<file path="src/rtl/bpq_pkg.sv">
package bpq_pkg;

  // A character width of zero is treated as one pixel per character.
  function automatic int unsigned bpq_eff_width(int unsigned w);
    return (w == 0) ? 1 : w;
  endfunction

  // Raise a count to the next character multiple, given its phase in the character.
  function automatic int unsigned bpq_realign(int unsigned cnt, int unsigned ph, int unsigned w);
    return (ph == 0) ? cnt : cnt + (w - ph);
  endfunction

  // Phase of the following pixel inside a character.
  function automatic int unsigned bpq_next_phase(int unsigned ph, int unsigned w);
    return (ph + 1 >= w) ? 0 : ph + 1;
  endfunction

  // True when a count falls inside the active window.
  function automatic logic bpq_in_window(int unsigned n, int unsigned lo, int unsigned len);
    return (n >= lo) && (n < lo + len);
  endfunction

endpackage

</file>
<file path="src/rtl/bpq_edge.sv">
module bpq_edge #(
  parameter bit LOW_ACTIVE = 1'b0
) (
  input  logic clk,
  input  logic rst_n,
  input  logic pin,
  input  logic inv,
  output logic rise
);
  logic act, s_q, s_q2;

  generate
    if (LOW_ACTIVE) begin : g_low
      assign act = ~(pin ^ inv);
    end else begin : g_high
      assign act = pin ^ inv;
    end
  endgenerate

  always_ff @(posedge clk or negedge rst_n) begin
    if (!rst_n) begin
      s_q  <= 1'b0;
      s_q2 <= 1'b0;
    end else begin
      s_q  <= act;
      s_q2 <= s_q;
    end
  end

  assign rise = s_q & ~s_q2;

  assert_single_edge_R1: assert property (@(posedge clk) disable iff (!rst_n)
    rise |=> !rise);
endmodule

</file>
<file path="src/rtl/bpq_run_ctrl.sv">
module bpq_run_ctrl #(
  parameter int PIX_W = 11
) (
  input  logic             clk,
  input  logic             rst_n,
  input  logic             b_rise,
  input  logic             hs_rise,
  input  logic [PIX_W-1:0] h_active,
  output logic             run_valid,
  output logic [PIX_W-1:0] run_idx
);
  logic armed_q;
  logic take, run_last, len_nonzero;

  assign len_nonzero = (h_active != '0);
  assign take        = b_rise & armed_q & ~run_valid & ~hs_rise;
  assign run_last    = run_valid & (run_idx == h_active - 1'b1);

  always_ff @(posedge clk or negedge rst_n) begin
    if (!rst_n) begin
      run_valid <= 1'b0;
      run_idx   <= '0;
      armed_q   <= 1'b1;
    end else if (hs_rise) begin
      run_valid <= 1'b0;
      run_idx   <= '0;
      armed_q   <= 1'b1;
    end else if (take) begin
      run_valid <= len_nonzero;
      run_idx   <= '0;
      armed_q   <= 1'b0;
    end else if (run_valid) begin
      if (run_last) begin
        run_valid <= 1'b0;
        run_idx   <= '0;
      end else begin
        run_idx <= run_idx + 1'b1;
      end
    end
  end

  assert_run_step_R2: assert property (@(posedge clk) disable iff (!rst_n)
    (run_valid && !run_last && !hs_rise) |=> (run_valid && (run_idx == $past(run_idx) + 1'b1)));

  assert_run_len_R3: assert property (@(posedge clk) disable iff (!rst_n)
    run_last |=> !run_valid);

  assert_one_run_R4: assert property (@(posedge clk) disable iff (!rst_n)
    (!armed_q && !run_valid && !hs_rise) |=> !run_valid);

  assert_sync_clear_R5: assert property (@(posedge clk) disable iff (!rst_n)
    hs_rise |=> (!run_valid && armed_q));
endmodule

</file>
<file path="src/rtl/bpq_char_track.sv">
module bpq_char_track
  import bpq_pkg::*;
#(
  parameter int PIX_W = 11,
  parameter int CW_W  = 4
) (
  input  logic             clk,
  input  logic             rst_n,
  input  logic             b_rise,
  input  logic             hs_rise,
  input  logic             dot_mode,
  input  logic [CW_W-1:0]  char_width,
  input  logic [PIX_W-1:0] h_blank,
  input  logic [PIX_W-1:0] h_active,
  output logic             dot_valid,
  output logic [PIX_W-1:0] dot_idx,
  output logic             char_strobe
);
  localparam int unsigned      POS_MAX = (1 << PIX_W) - 1;
  localparam logic [PIX_W-1:0] POS_TOP = '1;

  logic [PIX_W-1:0] pos_q, aligned, cur;
  logic [CW_W-1:0]  ph_q;
  logic             boundary, in_win;
  int unsigned      w_eff, aligned_i;

  assign boundary = b_rise & ~hs_rise & dot_mode;

  always_comb begin
    w_eff     = bpq_eff_width(32'(char_width));
    aligned_i = bpq_realign(32'(pos_q), 32'(ph_q), w_eff);
    aligned   = (aligned_i > POS_MAX) ? POS_TOP : PIX_W'(aligned_i);
    cur       = boundary ? aligned : pos_q;
    in_win    = bpq_in_window(32'(cur), 32'(h_blank), 32'(h_active));
  end

  always_ff @(posedge clk or negedge rst_n) begin
    if (!rst_n) begin
      pos_q       <= '0;
      ph_q        <= '0;
      dot_valid   <= 1'b0;
      dot_idx     <= '0;
      char_strobe <= 1'b0;
    end else begin
      char_strobe <= boundary;
      if (hs_rise) begin
        pos_q     <= '0;
        ph_q      <= '0;
        dot_valid <= 1'b0;
        dot_idx   <= '0;
      end else begin
        pos_q     <= (cur == POS_TOP) ? POS_TOP : cur + 1'b1;
        ph_q      <= CW_W'(bpq_next_phase(boundary ? 32'd0 : 32'(ph_q), w_eff));
        dot_valid <= dot_mode & in_win;
        dot_idx   <= (dot_mode & in_win) ? cur - h_blank : '0;
      end
    end
  end

  assert_strobe_src_R7: assert property (@(posedge clk) disable iff (!rst_n)
    char_strobe |-> $past(dot_mode && b_rise));

  assert_boundary_aligned_R8: assert property (@(posedge clk) disable iff (!rst_n)
    (char_strobe && dot_valid && $stable(char_width) && $stable(h_blank)
     && (32'(dot_idx) + 32'(h_blank) < POS_MAX))
    |-> (((32'(dot_idx) + 32'(h_blank)) % w_eff) == 0));

  assert_sync_wins_R9: assert property (@(posedge clk) disable iff (!rst_n)
    hs_rise |=> !char_strobe);
endmodule

</file>
<file path="src/rtl/blank_pixel_qualifier.sv">
module blank_pixel_qualifier #(
  parameter int PIX_W = 11,
  parameter int CW_W  = 4
) (
  input  logic             clk,
  input  logic             rst_n,
  input  logic             blank_in,
  input  logic             hsync_in,
  input  logic             blank_inv,
  input  logic             hsync_inv,
  input  logic             dot_mode,
  input  logic [CW_W-1:0]  char_width,
  input  logic [PIX_W-1:0] h_blank,
  input  logic [PIX_W-1:0] h_active,
  output logic             pix_valid,
  output logic [PIX_W-1:0] pix_idx,
  output logic             char_strobe
);
  logic             b_rise, hs_rise;
  logic             run_valid, dot_valid;
  logic [PIX_W-1:0] run_idx, dot_idx;

  bpq_edge #(.LOW_ACTIVE(1'b0)) u_blank_edge (
    .clk (clk), .rst_n (rst_n), .pin (blank_in), .inv (blank_inv), .rise (b_rise)
  );

  bpq_edge #(.LOW_ACTIVE(1'b1)) u_sync_edge (
    .clk (clk), .rst_n (rst_n), .pin (hsync_in), .inv (hsync_inv), .rise (hs_rise)
  );

  bpq_run_ctrl #(.PIX_W(PIX_W)) u_run (
    .clk (clk), .rst_n (rst_n), .b_rise (b_rise), .hs_rise (hs_rise),
    .h_active (h_active), .run_valid (run_valid), .run_idx (run_idx)
  );

  bpq_char_track #(.PIX_W(PIX_W), .CW_W(CW_W)) u_char (
    .clk (clk), .rst_n (rst_n), .b_rise (b_rise), .hs_rise (hs_rise),
    .dot_mode (dot_mode), .char_width (char_width), .h_blank (h_blank),
    .h_active (h_active), .dot_valid (dot_valid), .dot_idx (dot_idx),
    .char_strobe (char_strobe)
  );

  assign pix_valid = dot_mode ? dot_valid : run_valid;
  assign pix_idx   = dot_mode ? dot_idx   : run_idx;

  assert_idle_idx_R3: assert property (@(posedge clk) disable iff (!rst_n)
    !pix_valid |-> (pix_idx == '0));

  assert_no_strobe_R7: assert property (@(posedge clk) disable iff (!rst_n)
    (!dot_mode && $past(!dot_mode)) |-> !char_strobe);
endmodule

</file>
<file path="config.mk">
export PLATFORM = sky130hd
export DESIGN_NAME = blank_pixel_qualifier
export DESIGN_NICKNAME = d
export VERILOG_FILES = /design/src/rtl/bpq_pkg.sv /design/src/rtl/bpq_edge.sv /design/src/rtl/bpq_run_ctrl.sv /design/src/rtl/bpq_char_track.sv /design/src/rtl/blank_pixel_qualifier.sv
export SDC_FILE = /design/constraint.sdc
export NUM_CORES = 1
export LEC_CHECK = 0
export ABC_AREA = 1
export BUFFER_PORTS_ARGS = -buffer_cell sky130_fd_sc_hd__buf_2
export CAP_MARGIN = 20
export CELL_PAD_IN_SITES_DETAIL_PLACEMENT = 0
export CELL_PAD_IN_SITES_GLOBAL_PLACEMENT = 1
export CORE_MARGIN = 8
export CORE_UTILIZATION = 44
export CTS_CLUSTER_DIAMETER = 30
export DETAILED_ROUTE_END_ITERATION = 10
export PLACE_DENSITY_LB_ADDON = 0.1
export SLEW_MARGIN = 40
export SYNTH_ARGS = -nofsm -noshare
export SYNTH_HDL_FRONTEND = slang
export SYNTH_SLANG_ARGS = --single-unit
</file>
<file path="constraint.sdc">
create_clock -name clk -period 5.4 [get_ports clk]
set_input_delay 1.08 -clock clk [delete_from_list [all_inputs] [get_ports clk]]
set_output_delay 1.08 -clock clk [all_outputs]
set_load 0.01 [all_outputs]
</file>
### Word level (Yosys, flattened, before mapping)

Index checks and enable logic that the tools add are counted.

| storage, ports and cells | value |
|---|---|
| flip-flop bits (word level) | 45 |
| output and inout port bits | 13 |
| word-level logic and storage cells | 72 |
| bits of input ports | 33 |

| operators by class | value |
|---|---|
| mux-type cells | 24 |
| equal/unequal tests | 2 |
| reduce and logical (&&, ||, !) cells | 6 |
| add/subtract/negate cells | 8 |
| bitwise logic cells | 16 |
| magnitude comparators | 4 |

Operator list:

| operator | count |
|---|---|
| $mux 11 | 11 |
| $add 11x32->32 | 1 |
| $ge 32x4->1 | 1 |
| $gt 32x11->1 const B | 1 |
| $lt 11x32->1 | 1 |
| $mux 32 | 1 |
| $sub 32x4->32 | 1 |
| $add 11x1->11 const B | 2 |
| $mux 4 | 4 |
| $add 11x11->12 | 1 |
| $eq 11x11->1 | 1 |
| $eq 11x11->1 const B | 1 |
| $ge 11x11->1 | 1 |
| $reduce_bool 11->1 | 1 |
| $sub 11x1->11 const B | 1 |
| $sub 11x11->11 | 1 |
| $and 1x1->1 | 9 |
| $logic_not 4->1 | 2 |
| $mux 1 | 8 |
| $add 4x1->5 const B | 1 |
| $not 1->1 | 5 |
| $reduce_bool 3->1 | 1 |
| $reduce_bool 2->1 | 1 |
| $xor 1x1->1 | 2 |
| $logic_and 1x1->1 | 1 |

### Logic depth before layout (Yosys ltp)

Gate-level depths: netlist (run 1).

| depth | value |
|---|---|
| depth in word-level cells | 13 |
| mapped depth | 32 |
| depth with buffers taken out | 32 |

### Hierarchy

Synthesis (run 1) repeated with hierarchy kept, for this count alone.

| second synthesis, totals | value |
|---|---|
| cell total of the unflattened synthesis | 731 |
| area total of the unflattened synthesis | 5031.1 µm² |

By module, submodules not included:

| module | cells each | seq. area each (µm²) | times used | area an instance (µm²) |
|---|---|---|---|---|
| bpq_char_track | 477 | 700.7 | 1 | 3464.6 |
| bpq_run_ctrl | 197 | 326.6 | 1 | 1256.2 |
| blank_pixel_qualifier | 39 | 0.0 | 1 | 157.7 |
| bpq_edge | 9 | 50.0 | 2 | 76.3 |

### Worst setup path before layout (run 1)

Ideal clock, no wire load.

| timing path | value |
|---|---|
| path type | in2reg |
| start point | input char_width[2] |
| end point | register u_char.dot_idx[9] |
| path buffers | 1 |
| stages | 31 |
| slack | 0.470 ns |
| arrival | 4.862 ns |
| cell sequence | inv_1 > fa_1 > inv_1 > ha_1 > nand3_1 > inv_1 > nand2_1 > nand3_2 > inv_1 > o21bai_2 > a21boi_0 > ha_1 > inv_1 > nor2_1 > nand3_2 > nand2_4 > nand3_1 > o21ai_1 > inv_2 > ha_1 > nand2_1 > o21ai_0 > nand3_2 > nand3_2 > nand3_2 > nand2_2 > nand2_1 > nand2_2 > nand2_2 > buf_6 > nor2_4 |

| on the way | value |
|---|---|
| longest elaborated chain between the ends | 13 |
| elaborated cells on any way between the ends | 15 |
| those cells by class | add/sub: 3; order compare: 3; mux: 6; bitwise: 1; reduce/logical: 2 |

Ends and longest elaborated chain:

| what | line | RTL |
|---|---|---|
| start, declared | blank_pixel_qualifier.sv:12 | `input logic [CW_W-1:0] char_width,` |
| $logic_not 4->1 | bpq_pkg.sv:5 | `return (w == 0) ? 1 : w;` |
| $mux 4 (*) | bpq_pkg.sv:5 |  |
| $sub 32x4->32 (*) | bpq_pkg.sv:10 | `return (ph == 0) ? cnt : cnt + (w - ph);` |
| $add 11x32->32 (*) | bpq_pkg.sv:10 |  |
| $mux 32 (*) | bpq_pkg.sv:10 |  |
| $gt 32x11->1 | bpq_char_track.sv:32 | `aligned = (aligned_i > POS_MAX) ? POS_TOP : PIX_W'(aligned_i);` |
| $mux 11 (*) | bpq_char_track.sv:32 |  |
| $mux 11 (*) | bpq_char_track.sv:33 | `cur = boundary ? aligned : pos_q;` |
| $lt 11x32->1 or $ge 11x11->1 (tied branches) | bpq_pkg.sv:20 | `return (n >= lo) && (n < lo + len);` |
| $logic_and 1x1->1 | bpq_pkg.sv:20 |  |
| $and 1x1->1 | bpq_char_track.sv:55 | `dot_idx <= (dot_mode & in_win) ? cur - h_blank : '0;` |
| $mux 11 (*) | bpq_char_track.sv:55 |  |
| $mux 11 (*) | bpq_char_track.sv:46 | `if (hs_rise) begin` |
| end signal, assigned | bpq_char_track.sv:55 |  |
| end, declared | bpq_char_track.sv:16 | `output logic [PIX_W-1:0] dot_idx,` |

Mark *: on every way between the ends. The rest lies on a longest branch, timed or not.
A chain may end at the register's enable or synchronous reset.

### Final worst setup path (run 1)

| timing path | value |
|---|---|
| start point | input char_width[2] |
| end point | register u_char.dot_idx[6] |

The elaborated chain is that of the path after synthesis.

==> results of run 1 <==
-- synthesized netlist by cell type (3+ instances only) --
cell        n
nor3_1     12
nand2_4     7
nand3_1    35
nor2_1     56
nand3_2     7
o211ai_1    6
fa_1        5
xor2_1     30
nand2_1   129
a21oi_1    38
o21bai_1    4
ha_1       53
nand4_1    10
xnor2_1    16
inv_2      14
nor4_1      3
dfrtp_1    44
o21ai_1     7
nand2_2     9
o22ai_1     9
o21ai_0    32
clkbuf_1    3
nor2_2     14
inv_1     114
-- cells in the final DEF (no fill, tap or decap), types with 3 or more instances in the layout --
cell type,instances
xor2_1,30
inv_2,14
o22ai_1,9
clkbuf_8,7
o21ai_0,31
o21bai_1,4
nand4_1,10
buf_4,7
ha_1,53
nor2_1,56
nand2_1,129
o21ai_1,8
nand2_2,8
dfrtp_1,44
nor4_1,3
nor3_1,11
xnor2_1,16
nand2_4,8
nor2_2,14
fa_1,5
o211ai_1,6
inv_1,114
nand3_1,35
buf_2,44
a21oi_1,38
nand3_2,7
-- logic make-up (layout without fill, tap and decap cells) --
logic type | after synthesis | count (layout)
and+or+nand+nor | 289 | 289
buffers and inverters | 135 | 188
AOI/OAI and AO/OA | 115 | 115
adders and majority gates | 58 | 58
xor gates and xnor gates | 46 | 46
DFF | 45 | 45
-- layout make-up --
type / count / area (sq um)
inverter: 129 / 484.2
sequential: 45 / 1127
clock inverter: 1 / 5.005
clock buffer: 7 / 96.34
multi-input combinational: 508 / 3247
tap: 140 / 175.2
fill: 1132 / 5433
timing repair buffer: 51 / 272.8
-- layer usage --
metal	GRT usage, %	vias up
met2	32.30	67
li1	-	2330
met3	3.025	23
met1	21.84	2035
met4	6.785	0
met5	0	-
-- worst max path at each step --
stage	from	to	slack, ps	depth (start not counted)
detailed placement	char_width[2]	u_char.dot_idx[8]$_DFF_PN0_	10	31
CTS	char_width[2]	u_char.dot_idx[8]$_DFF_PN0_	330	31
finish	char_width[2]	u_char.dot_idx[6]$_DFF_PN0_	370	32
global route	char_width[2]	u_char.dot_idx[6]$_DFF_PN0_	-10	32
floorplan	char_width[2]	u_char.dot_idx[9]$_DFF_PN0_	470	31
global placement	char_width[2]	u_char.dot_idx[6]$_DFF_PN0_	140	32
-- power by group through the flow --
stage          Clock [mW]  Combinational, mW  Sequential [mW]
2_1_floorplan           0               1.34            0.459
3_3_place_gp            0               1.74            0.483
3_5_place_dp            0               1.73            0.483
4_1_cts             0.243               1.75            0.477
5_1_grt             0.256               2.01            0.484
6_report            0.234               1.74            0.476
-- registers in the layout, indices dropped and copies added, names as in the netlist, 4 cells and up --
signal and flops:
u_run.run_idx 11, u_char.pos_q 11, u_char.ph_q 4, u_char.dot_idx 11
-- what timing repair did --
action	in CTS	in global routing
hold endpoints to repair	0	0
gates resized for setup	0	4
setup endpoints to repair	0	12
-- metrics by stage --
stage | setup TNS, ps | instances | setup slack, ps
floorplan | 0 | 688 | 470.2
global placement | 0 | 873 | 136.6
detailed placement | 0 | 873 | 12.90
CTS | 0 | 881 | 331.7
global route | -24.51 | 881 | -14.70
finish | 0 | 881 | 368.2
==> summary.md, run 1 <==
| Metric | Value |
|---|---|
| Outcome | `finished, final reports clean` |
| P_int | `1.165 mW` |
| Leak | `2.886 nW` |
| GRT Total Usage | `18.31%` |
| Routed vias | `4455` |
| Post-CTS Setup Inserts | `0` |
| Avg WL per Cell | `14.53 um` |
| Final Cell Area | `5408 sq um` |
| Sw Pwr | `1.289 mW` |
| Max cap viols | `0` |
| Largest family of logic cells by synthesized area | `simple AND/OR/NAND/NOR gates` |
| Initial antenna violation count | `0` |
| Crit path max fanout | `4` |
| Via density | `5.057` |
| Adder-cell share of the synthesized area | `15.65%` |
| Cell mode on critical path | `nand2_1` |
| Placed cell area | `5291 sq um` |
| Data arrival, critical path | `5230 ps` |
| Async set or reset register ratio after synthesis | `100.0%` |
| Initial core utilization | `between 40 and 50%` |
| Mapped Cells | `between 600 and 700` |
| Peak per-stage delay on the critical path | `530 ps` |
| CTS tree | `built` |
| Pwr/cell area | `between 400 and 500 nW/um^2` |
| Fin nets | `831` |
| Comb power frac | `between 70% and 80%` |
| Skew-Pair Late Insertion Delay | `310 ps` |
| IO Pins | `46` |
| Compound-Gate Fraction of Synth Area | `14.09%` |
| Post-synth EDFFs | `0` |
| Cell accounting for the most synthesized area | `dfrtp_1` |
| Grt ovf | `0` |
| Max VDD drop | `0.2388 mV` |
| Util after Layout | `between 40 and 50%` |
| Sink Count | `45` |
| Layout cells sized above 1 | `16.73%` |
| DRT antenna net count | `0` |
| CTS buffer count | `5` |
| Critical path endpoint category | `register` |
| RSZ-0062 raised after global routing | `yes` |
| Gpl congestion | `0.9021` |
| Crit share post-route | `93.18%` |
| Core Box Area | `10840 sq um` |
| Overall power | `approximately 2.5 mW` |
| Sequential fraction of the synthesis area | `between 20% and 30%` |
| Root buffer selected by CTS | `clkbuf_8` |
| Final setup violation count | `0` |
| Largest net degree at the start of global routing | `46` |
| Worst R2R End | `u_char.dot_idx[6]$_DFF_PN0_` |
| First-pass DRT Iterations | `4` |
| Clock-pin slew on the worst setup and hold paths | `90 ps` |
| Hold WS | `about 380 ps` |
| Post-synth top area share | `22.58%` |
| N_diodes | `0` |
| Area delta synth->final | `10.91%` |
| Routed WL | `12800 um` |
| Least-Margin Pin Slew | `621.3 ps` |
| Syn_nets | `779` |
| H-tree depth | `2` |
| Final Hold Fails | `0` |
| First-pass GRT wire length | `21530 um` |
| Max-slew violations | `0` |
| Wire length on met3 | `409 um` |
| Synth cell types | `48` |
| Via count of the first global-routing pass | `4508` |
| Die Span Y | `121.3 um` |
| Warnings, synthesis | `0` |
| DRT met1 WL | `5808 um` |
| R2R Path Start | `u_char.ph_q[3]$_DFF_PN0_` |
| Synth Flop Type | `dfrtp_1` |
| Rows | `38` |
| Sw Ratio | `52.54%` |
| Class of the most critical setup path | `in2reg` |
| Synth area leaders | `dfrtp_1, ha_1, nand2_1` |
| Worst r2r path cells | `30` |
| Clk pwr share | `9.5%` |
| 1st-iter DRT viols | `218` |
| Post-synthesis mux area share | `0%` |
| Critical path's slowest cell | `fa_1` |
| Die area | `14710 sq um` |
| Crit path max-delay family | `adder cells` |
| R2R Setup Slk | `between 700 and 800 ps` |
| Buffer and inverter count on the worst path | `8` |
| Mapped cell area | `4876 sq um` |
| Cts hold-fix bufs | `0` |
| Post-synthesis simple-gate area fraction | `between 20% and 30%` |
| Syn Area/Cell | `7.087 sq um` |
| Sequential share of power | `19.4%` |
| Final Skew | `approximately 10 ps` |
| Highest routed layer | `met4` |
| Fin crit period | `5032 ps` |
| XOR/XNOR Fraction of Synth Area | `between 8 and 9%` |
| HPWL Detailed | `10820 um` |
| Hold depth | `0` |
| Peak Freq | `198.7 MHz` |
| Setup crit start kind | `input pin` |
| Met2 WL | `6243 um` |
| WHS Endpoint | `u_sync_edge.s_q2$_DFF_PN0_` |
| Slew margin rel. | `58.46%` |
| Synthesized flop and latch total | `45` |
| DR DRC count | `0` |
| Die width | `121.3 um` |
| CP required | `roughly 5600 ps` |
| Worst hold-check path type | `reg2reg` |
| CTS Buffer Depth | `2` |
| Port buffer count | `45` |
| HP Start | `u_sync_edge.s_q$_DFF_PN0_` |
No activity file was read; power rests on OpenSTA's default activity.
==> run 2, diff against run 1 <==
--- a/config.mk
+++ b/config.mk
@@ -5,13 +5,12 @@
 export SDC_FILE = /design/constraint.sdc
 export NUM_CORES = 1
 export LEC_CHECK = 0
-export ABC_AREA = 1
 export BUFFER_PORTS_ARGS = -buffer_cell sky130_fd_sc_hd__buf_2
 export CAP_MARGIN = 20
 export CELL_PAD_IN_SITES_DETAIL_PLACEMENT = 0
 export CELL_PAD_IN_SITES_GLOBAL_PLACEMENT = 1
 export CORE_MARGIN = 8
-export CORE_UTILIZATION = 44
+export CORE_UTILIZATION = 46
 export CTS_CLUSTER_DIAMETER = 30
 export DETAILED_ROUTE_END_ITERATION = 10
 export PLACE_DENSITY_LB_ADDON = 0.1
==> summary.md, run 2 <==
| Metric | Value |
|---|---|
| Leading registers by flop count | `u_char.dot_idx x11, u_char.pos_q x11, u_run.run_idx x11` |
| Core Box Area | `10180 sq um` |
| Top post-synthesis cells by count | `inv_1, ha_1, dfrtp_1, nor2_1, xnor2_1` |
| Rows | `37` |
| Final setup violation count | `12` |
| Layout cells sized above 1 | `30.42%` |
| Sink Count | `45` |
| Compound-Gate Fraction of Synth Area | `22.90%` |
| 1st-iter DRT viols | `193` |
| Commonest non-fill, non-tap cells in the layout | `buf_4, inv_1, ha_1, dfrtp_1, buf_2` |
| Peak Freq | `approximately 180 MHz` |
| Synth area leaders | `dfrtp_1, ha_1, xnor2_1` |
| Clock-pin slew on the worst setup and hold paths | `90 ps` |
| Max VDD drop | `about 0.29 mV` |
| First-pass DRT Iterations | `5` |
| Syn Area/Cell | `8.618 sq um` |
| Avg WL per Cell | `16.21 um` |
| Synth cell types | `77` |
| CTS tree | `built` |
| HP Start | `u_blank_edge.s_q$_DFF_PN0_` |
| Post-synth EDFFs | `0` |
| First-pass GRT wire length | `21810 um` |
| Post-synthesis simple-gate area fraction | `17.50%` |
| Least-Margin Pin Slew | `685.1 ps` |
| Warnings, synthesis | `0` |
| Synthesized flop and latch total | `45` |
| GRT Total Usage | `between 10% and 20%` |
| Fin nets | `754` |
| Largest net degree at the start of global routing | `46` |
| Max cap viols | `0` |
| CTS Buffer Depth | `2` |
| Port buffer count | `45` |
| PnR worst setup slack | `-132.2 ps` |
| Via density | `5.449` |
| Crit path max fanout | `6` |
| Critical path endpoint category | `register` |
| Syn_nets | `roughly 640` |
| Hold WS | `376.1 ps` |
| Via count of the first global-routing pass | `between 4000 and 5000` |
| Sequential fraction of the synthesis area | `23.74%` |
| Initial antenna violation count | `0` |
| Initial core utilization | `46.62%` |
| Final Skew | `6.950 ps` |
| Final Hold Fails | `0` |
| Mapped cell area | `about 4700 sq um` |
| Most common cell after layout, fill and taps aside | `buf_4` |
| Data arrival, critical path | `5770 ps` |
| Crit share post-route | `102.4%` |
| XOR/XNOR Fraction of Synth Area | `between 10% and 20%` |
| Async set or reset register ratio after synthesis | `100.0%` |
| Routed WL | `12970 um` |
| Skew-Pair Late Insertion Delay | `300 ps` |
| Cell accounting for the most synthesized area | `dfrtp_1` |
| CTS buffer count | `5` |
| RSZ-0062 raised after global routing | `yes` |
| Slew margin rel. | `between 50 and 60%` |
| Cts hold-fix bufs | `0` |
| HPWL Detailed | `10650 um` |
| Top-count cell post-synth | `inv_1` |
| Synth Flop Type | `dfrtp_1` |
| Mapped Cells | `551` |
| Gpl congestion | `0.8734` |
| Max-slew violations | `0` |
| Post-synthesis mux area share | `2.609%` |
| Largest family of logic cells by synthesized area | `compound AO/OA/AOI/OAI gates` |
| DRT antenna net count | `0` |
| Adder-cell share of the synthesized area | `16.71%` |
| CP required | `between 5000 and 6000 ps` |
| H-tree depth | `2` |
| Worst hold-check path type | `reg2reg` |
| Outcome | `finished with violations` |
| Final TNS setup | `-1305 ps` |
| Class of the most critical setup path | `in2reg` |
| R2R Path Start | `u_char.ph_q[2]$_DFF_PN0_` |
| Die Span Y | `117.6 um` |
| CP Launch Point | `char_width[2]` |
| Die area | `13830 sq um` |
| Root buffer selected by CTS | `clkbuf_8` |
| Die width | `around 120 um` |
| Pwr/cell area | `between 500 and 600 nW/um^2` |
| Pre-CTS setup slack | `-634.9 ps` |
| Grt ovf | `0` |
| Leak | `2.860 nW` |
| Routed vias | `4359` |
| IO Pins | `46` |
| DR DRC count | `0` |
| Violated checks | `negative setup slack` |
| Area delta synth->final | `24.61%` |
| Setup crit start kind | `input pin` |
| Fin crit period | `between 5000 and 6000 ps` |
| N_diodes | `0` |
| Post-synth top area share | `23.19%` |
| Util after Layout | `58.10%` |
[run 2: critical path, cell delays in order]
cell      delay (ps)
buf_8             90
inv_8             20
fa_1             480
inv_2             50
ha_4             290
nand3_4           70
a211oi_2         250
or2_4            160
a21oi_2           40
nor2_1            90
nor2_1            50
ha_1             260
nor3b_2          160
o21a_1           170
nand4_2          110
o32a_4           410
ha_4             220
a21o_1           170
a21o_1           170
a211oi_2         180
nand2_1          100
or3b_4           360
o211ai_1         180
a211o_1          120
nand4_1          100
buf_6            170
buf_6            130
nor2_2            90
[run 2: cell type report]
cell class / instances / area, sq um
tap: 136 / 170.2
timing repair buffer: 123 / 834.6
multi-input combinational: 431 / 3470
sequential: 45 / 1127
clock inverter: 3 / 25.02
clock buffer: 5 / 68.82
fill: 954 / 4268
inverter: 57 / 221.5
[run 2: repair_timing]
item,CTS,global route
gates resized for setup,10,10
pin swaps,14,10
endpoints found under the hold margin,0,0
setup buffers,5,3
setup endpoints to repair,12,12
[run 2: kinds of logic after synthesis]
kind of cell,Yosys count
AOI/OAI and AO/OA,143
xor gates and xnor gates,55
adders and majority gates,61
buffers and inverters,75
DFF,45
muxes,11
and+or+nand+nor,161
[run 2: routing by layer]
| metal | vias up | GRT usage, % | part of all wire [%] | wire length [um] |
|---|---|---|---|---|
| met5 | - | 0 | 0 | 0 |
| met4 | 0 | 4.404 | 1.4 | 176 |
| met3 | 11 | 2.014 | 2.7 | 349 |
| met2 | 88 | 31.80 | 48 | 6177 |
| met1 | 2051 | 24.72 | 48 | 6267 |
| li1 | 2209 | - | - | - |
[run 2: power breakdown]
part	leakage [nW]	internal (mW)	switching, mW
sequential	0.598	0.412	0.0739
combinational	2.22	1.18	1.19
clock	0.0447	0.0937	0.129
total	2.86	1.69	1.40
[run 2: final timing paths]
check                                                to  slack (ps)  cells after the start
setup reg to reg            u_char.dot_idx[0]$_DFF_PN0_         240                     26
hold / removal              u_blank_edge.s_q2$_DFF_PN0_         380                      0
hold reg to reg             u_blank_edge.s_q2$_DFF_PN0_         380                      0
min in group asynchronous    u_char.pos_q[10]$_DFF_PN0_         770                      1
setup / recovery            u_char.dot_idx[0]$_DFF_PN0_        -130                     28
max in group asynchronous  u_char.dot_idx[10]$_DFF_PN0_        4210                      1
[run 2: per-stage QoR]
stage | area [sq um] | std cells | total power, mW
floorplan | 4846 | 551 | 1.981
global placement | 5673 | 784 | 2.729
detailed placement | 5684 | 784 | 2.749
CTS | 5851 | 797 | 3.037
global route | 5917 | 800 | 3.373
finish | 5917 | 800 | 3.084
==> run 3, diff against run 2 <==
--- a/config.mk
+++ b/config.mk
@@ -5,14 +5,13 @@
 export SDC_FILE = /design/constraint.sdc
 export NUM_CORES = 1
 export LEC_CHECK = 0
-export BUFFER_PORTS_ARGS = -buffer_cell sky130_fd_sc_hd__buf_2
-export CAP_MARGIN = 20
 export CELL_PAD_IN_SITES_DETAIL_PLACEMENT = 0
 export CELL_PAD_IN_SITES_GLOBAL_PLACEMENT = 1
 export CORE_MARGIN = 8
-export CORE_UTILIZATION = 46
+export CORE_UTILIZATION = 50
 export CTS_CLUSTER_DIAMETER = 30
 export DETAILED_ROUTE_END_ITERATION = 10
+export DONT_BUFFER_PORTS = 1
 export PLACE_DENSITY_LB_ADDON = 0.1
 export SLEW_MARGIN = 40
 export SYNTH_ARGS = -nofsm -noshare
==> summary.md, run 3 (synthesized netlist as in run 2, its figures left out) <==
| Metric | Value |
|---|---|
| Outcome | `finished with violations` |
| Violated checks | `negative setup slack` |
| Cts hold-fix bufs | `0` |
| Critical path endpoint category | `register` |
| H-tree depth | `2` |
| Grt ovf | `0` |
| Initial core utilization | `about half` |
| WHS Endpoint | `u_blank_edge.s_q2$_DFF_PN0_` |
| Final Skew | `about 7.1 ps` |
| IO Pins | `between 40 and 50` |
| Avg WL per Cell | `16.72 um` |
| Leading registers by flop count | `u_char.dot_idx x11, u_char.pos_q x11, u_run.run_idx x11` |
| Initial antenna violation count | `0` |
| CTS Buffer Depth | `2` |
| Die width | `113.5 um` |
| Die area | `12870 sq um` |
| Routed WL | `12330 um` |
| Max-slew violations | `0` |
| GRT Total Usage | `19.72%` |
| Fin nets | `~700` |
| Commonest non-fill, non-tap cells in the layout | `buf_4, inv_1, ha_1, dfrtp_1, xnor2_1` |
| Data arrival, critical path | `about 5700 ps` |
| Worst hold-check path type | `reg2reg` |
| Root buffer selected by CTS | `clkbuf_8` |
| Area delta synth->final | `17.94%` |
| Port buffer count | `0` |
| Layout cells sized above 1 | `24.18%` |
| HP Start | `u_blank_edge.s_q$_DFF_PN0_` |
| Skew-Pair Late Insertion Delay | `300 ps` |
| Core Box Area | `9240 sq um` |
| Hold depth | `0` |
| CTS buffer count | `5` |
| Die Span Y | `113.5 um` |
| Most common cell after layout, fill and taps aside | `buf_4` |
| Class of the most critical setup path | `in2reg` |
| Routed vias | `approximately 4100` |
| R2R Setup Slk | `160 ps` |
| Fin crit period | `5516 ps` |
| N_diodes | `0` |
| Wire length on met3 | `664 um` |
| Placed cell area | `5394 sq um` |
| Max VDD drop | `0.2803 mV` |
| Largest net degree at the start of global routing | `46` |
| PnR worst setup slack | `-115.6 ps` |
| Worst r2r path cells | `26` |
| R2R Path Start | `u_char.ph_q[2]$_DFF_PN0_` |
| Crit path max fanout | `5` |
| Hold WS | `383.2 ps` |
| Sw Ratio | `a little under half` |
| Gpl congestion | `a little over 0.9` |
| DR DRC count | `0` |
| Worst R2R End | `u_char.dot_idx[0]$_DFF_PN0_` |
| Peak Freq | `181.3 MHz` |
| Sink Count | `45` |
| Comb power frac | `76.7%` |
| Clk pwr share | `7.1%` |
| RSZ-0062 raised after global routing | `yes` |
| CTS tree | `built` |
| Slew margin rel. | `53.74%` |
| P_int | `between 1.5 and 2 mW` |
| DRT antenna net count | `0` |
| DRT met1 WL | `approximately 5600 um` |
| Sw Pwr | `1.346 mW` |
| First-pass DRT Iterations | `4` |
| CP required | `5630 ps` |
| Via density | `5.575` |
| Final setup violation count | `11` |
| Leak | `2.601 nW` |
| Setup crit start kind | `input pin` |
| Sequential share of power | `between 10% and 20%` |
| Pwr/cell area | `roughly 530 nW/um^2` |
| Crit share post-route | `102.1%` |
| Highest routed layer | `met4` |
| Final Hold Fails | `0` |
| Via count of the first global-routing pass | `approximately 4100` |
| Clock-pin slew on the worst setup and hold paths | `90 ps` |
| HPWL Detailed | `10290 um` |
| Max cap viols | `0` |
| First-pass GRT wire length | `about 21000 um` |
| Rows | `35` |
| Met2 WL | `5927 um` |
| Final Cell Area | `5600 sq um` |
| 1st-iter DRT viols | `228` |
| Least-Margin Pin Slew | `690.8 ps` |
-- run 3: how the worst max path moves through the flow --
| stage | cells after the start | end | startpoint | slack [ps] |
|---|---|---|---|---|
| after detailed placement | 25 | u_char.dot_idx[4]$_DFF_PN0_ | char_width[3] | -540 |
| after global placement | 25 | u_char.dot_idx[4]$_DFF_PN0_ | char_width[3] | -530 |
| after floorplan | 27 | u_char.dot_idx[7]$_DFF_PN0_ | char_width[2] | -450 |
| after global routing | 27 | u_char.dot_idx[0]$_DFF_PN0_ | char_width[2] | -390 |
| final | 27 | u_char.dot_idx[0]$_DFF_PN0_ | char_width[2] | -120 |
| after CTS | 28 | u_char.dot_idx[5]$_DFF_PN0_ | char_width[2] | -150 |
-- run 3: area by class of cell --
| class | instances | area (sq um) |
|---|---|---|
| Tap cell | 129 | 161.4 |
| Fill cell | 818 | 3640 |
| Timing Repair Buffer | 67 | 515.5 |
| Inverter | 57 | 221.5 |
| Clock inverter | 3 | 21.27 |
| Multi-Input combinational cell | 431 | 3485 |
| Clock buffer | 5 | 68.82 |
| Sequential cell | 45 | 1127 |
-- run 3: critical path, cell delays in order --
cell,delay (ps)
inv_8,10
fa_1,480
inv_2,50
ha_4,290
a21oi_4,60
a211oi_2,240
or2_4,160
a21oi_2,40
nor2_1,80
nor2_1,50
ha_1,260
nor3b_2,140
o21a_1,170
nand4_2,110
o32a_4,440
ha_4,220
a21o_1,170
a21o_1,170
a211oi_2,230
nand2_1,100
or3b_4,370
o211ai_1,170
a211o_1,130
nand4_1,120
buf_6,180
buf_6,130
nor2_2,80
-- run 3: per-layer routing --
metal,track usage (%),vias to the layer above
li1,-,2088
met5,0,-
met3,3.222,8
met1,25.87,1932
met4,3.730,0
met2,33.53,81
-- run 3: timing repair --
item                                    in CTS  in global routing
gates resized for setup                      4                 19
endpoints found under the setup margin      12                 12
gates cloned                                 0                  1
setup buffers                                0                  2
pin swaps                                    1                 11
-- run 3: power by group through the flow --
stage | Sequential, mW | Clock [mW] | Combinational, mW
after global routing | 0.491 | 0.231 | 2.53
after floorplan | 0.461 | 0 | 1.52
after global placement | 0.486 | 0 | 2.18
after detailed placement | 0.487 | 0 | 2.21
after CTS | 0.480 | 0.218 | 2.24
final | 0.480 | 0.212 | 2.28
-- run 3: stage by stage --
| stage | std cells | setup slack [ps] | power (mW) | util [%] | setup TNS, ps |
|---|---|---|---|---|---|
| 2_1_floorplan | 551 | -445.0 | 1.981 | - | -5119 |
| 3_3_place_gp | 725 | -532.5 | 2.667 | 58.29 | -5168 |
| 3_5_place_dp | 726 | -536.0 | 2.698 | 58.38 | -5753 |
| 4_1_cts | 734 | -154.9 | 2.937 | 59.55 | -1260 |
| 5_1_grt | 737 | -386.3 | 3.252 | 60.61 | -4239 |
| 6_report | 737 | -115.6 | 2.970 | 60.61 | -1068 |
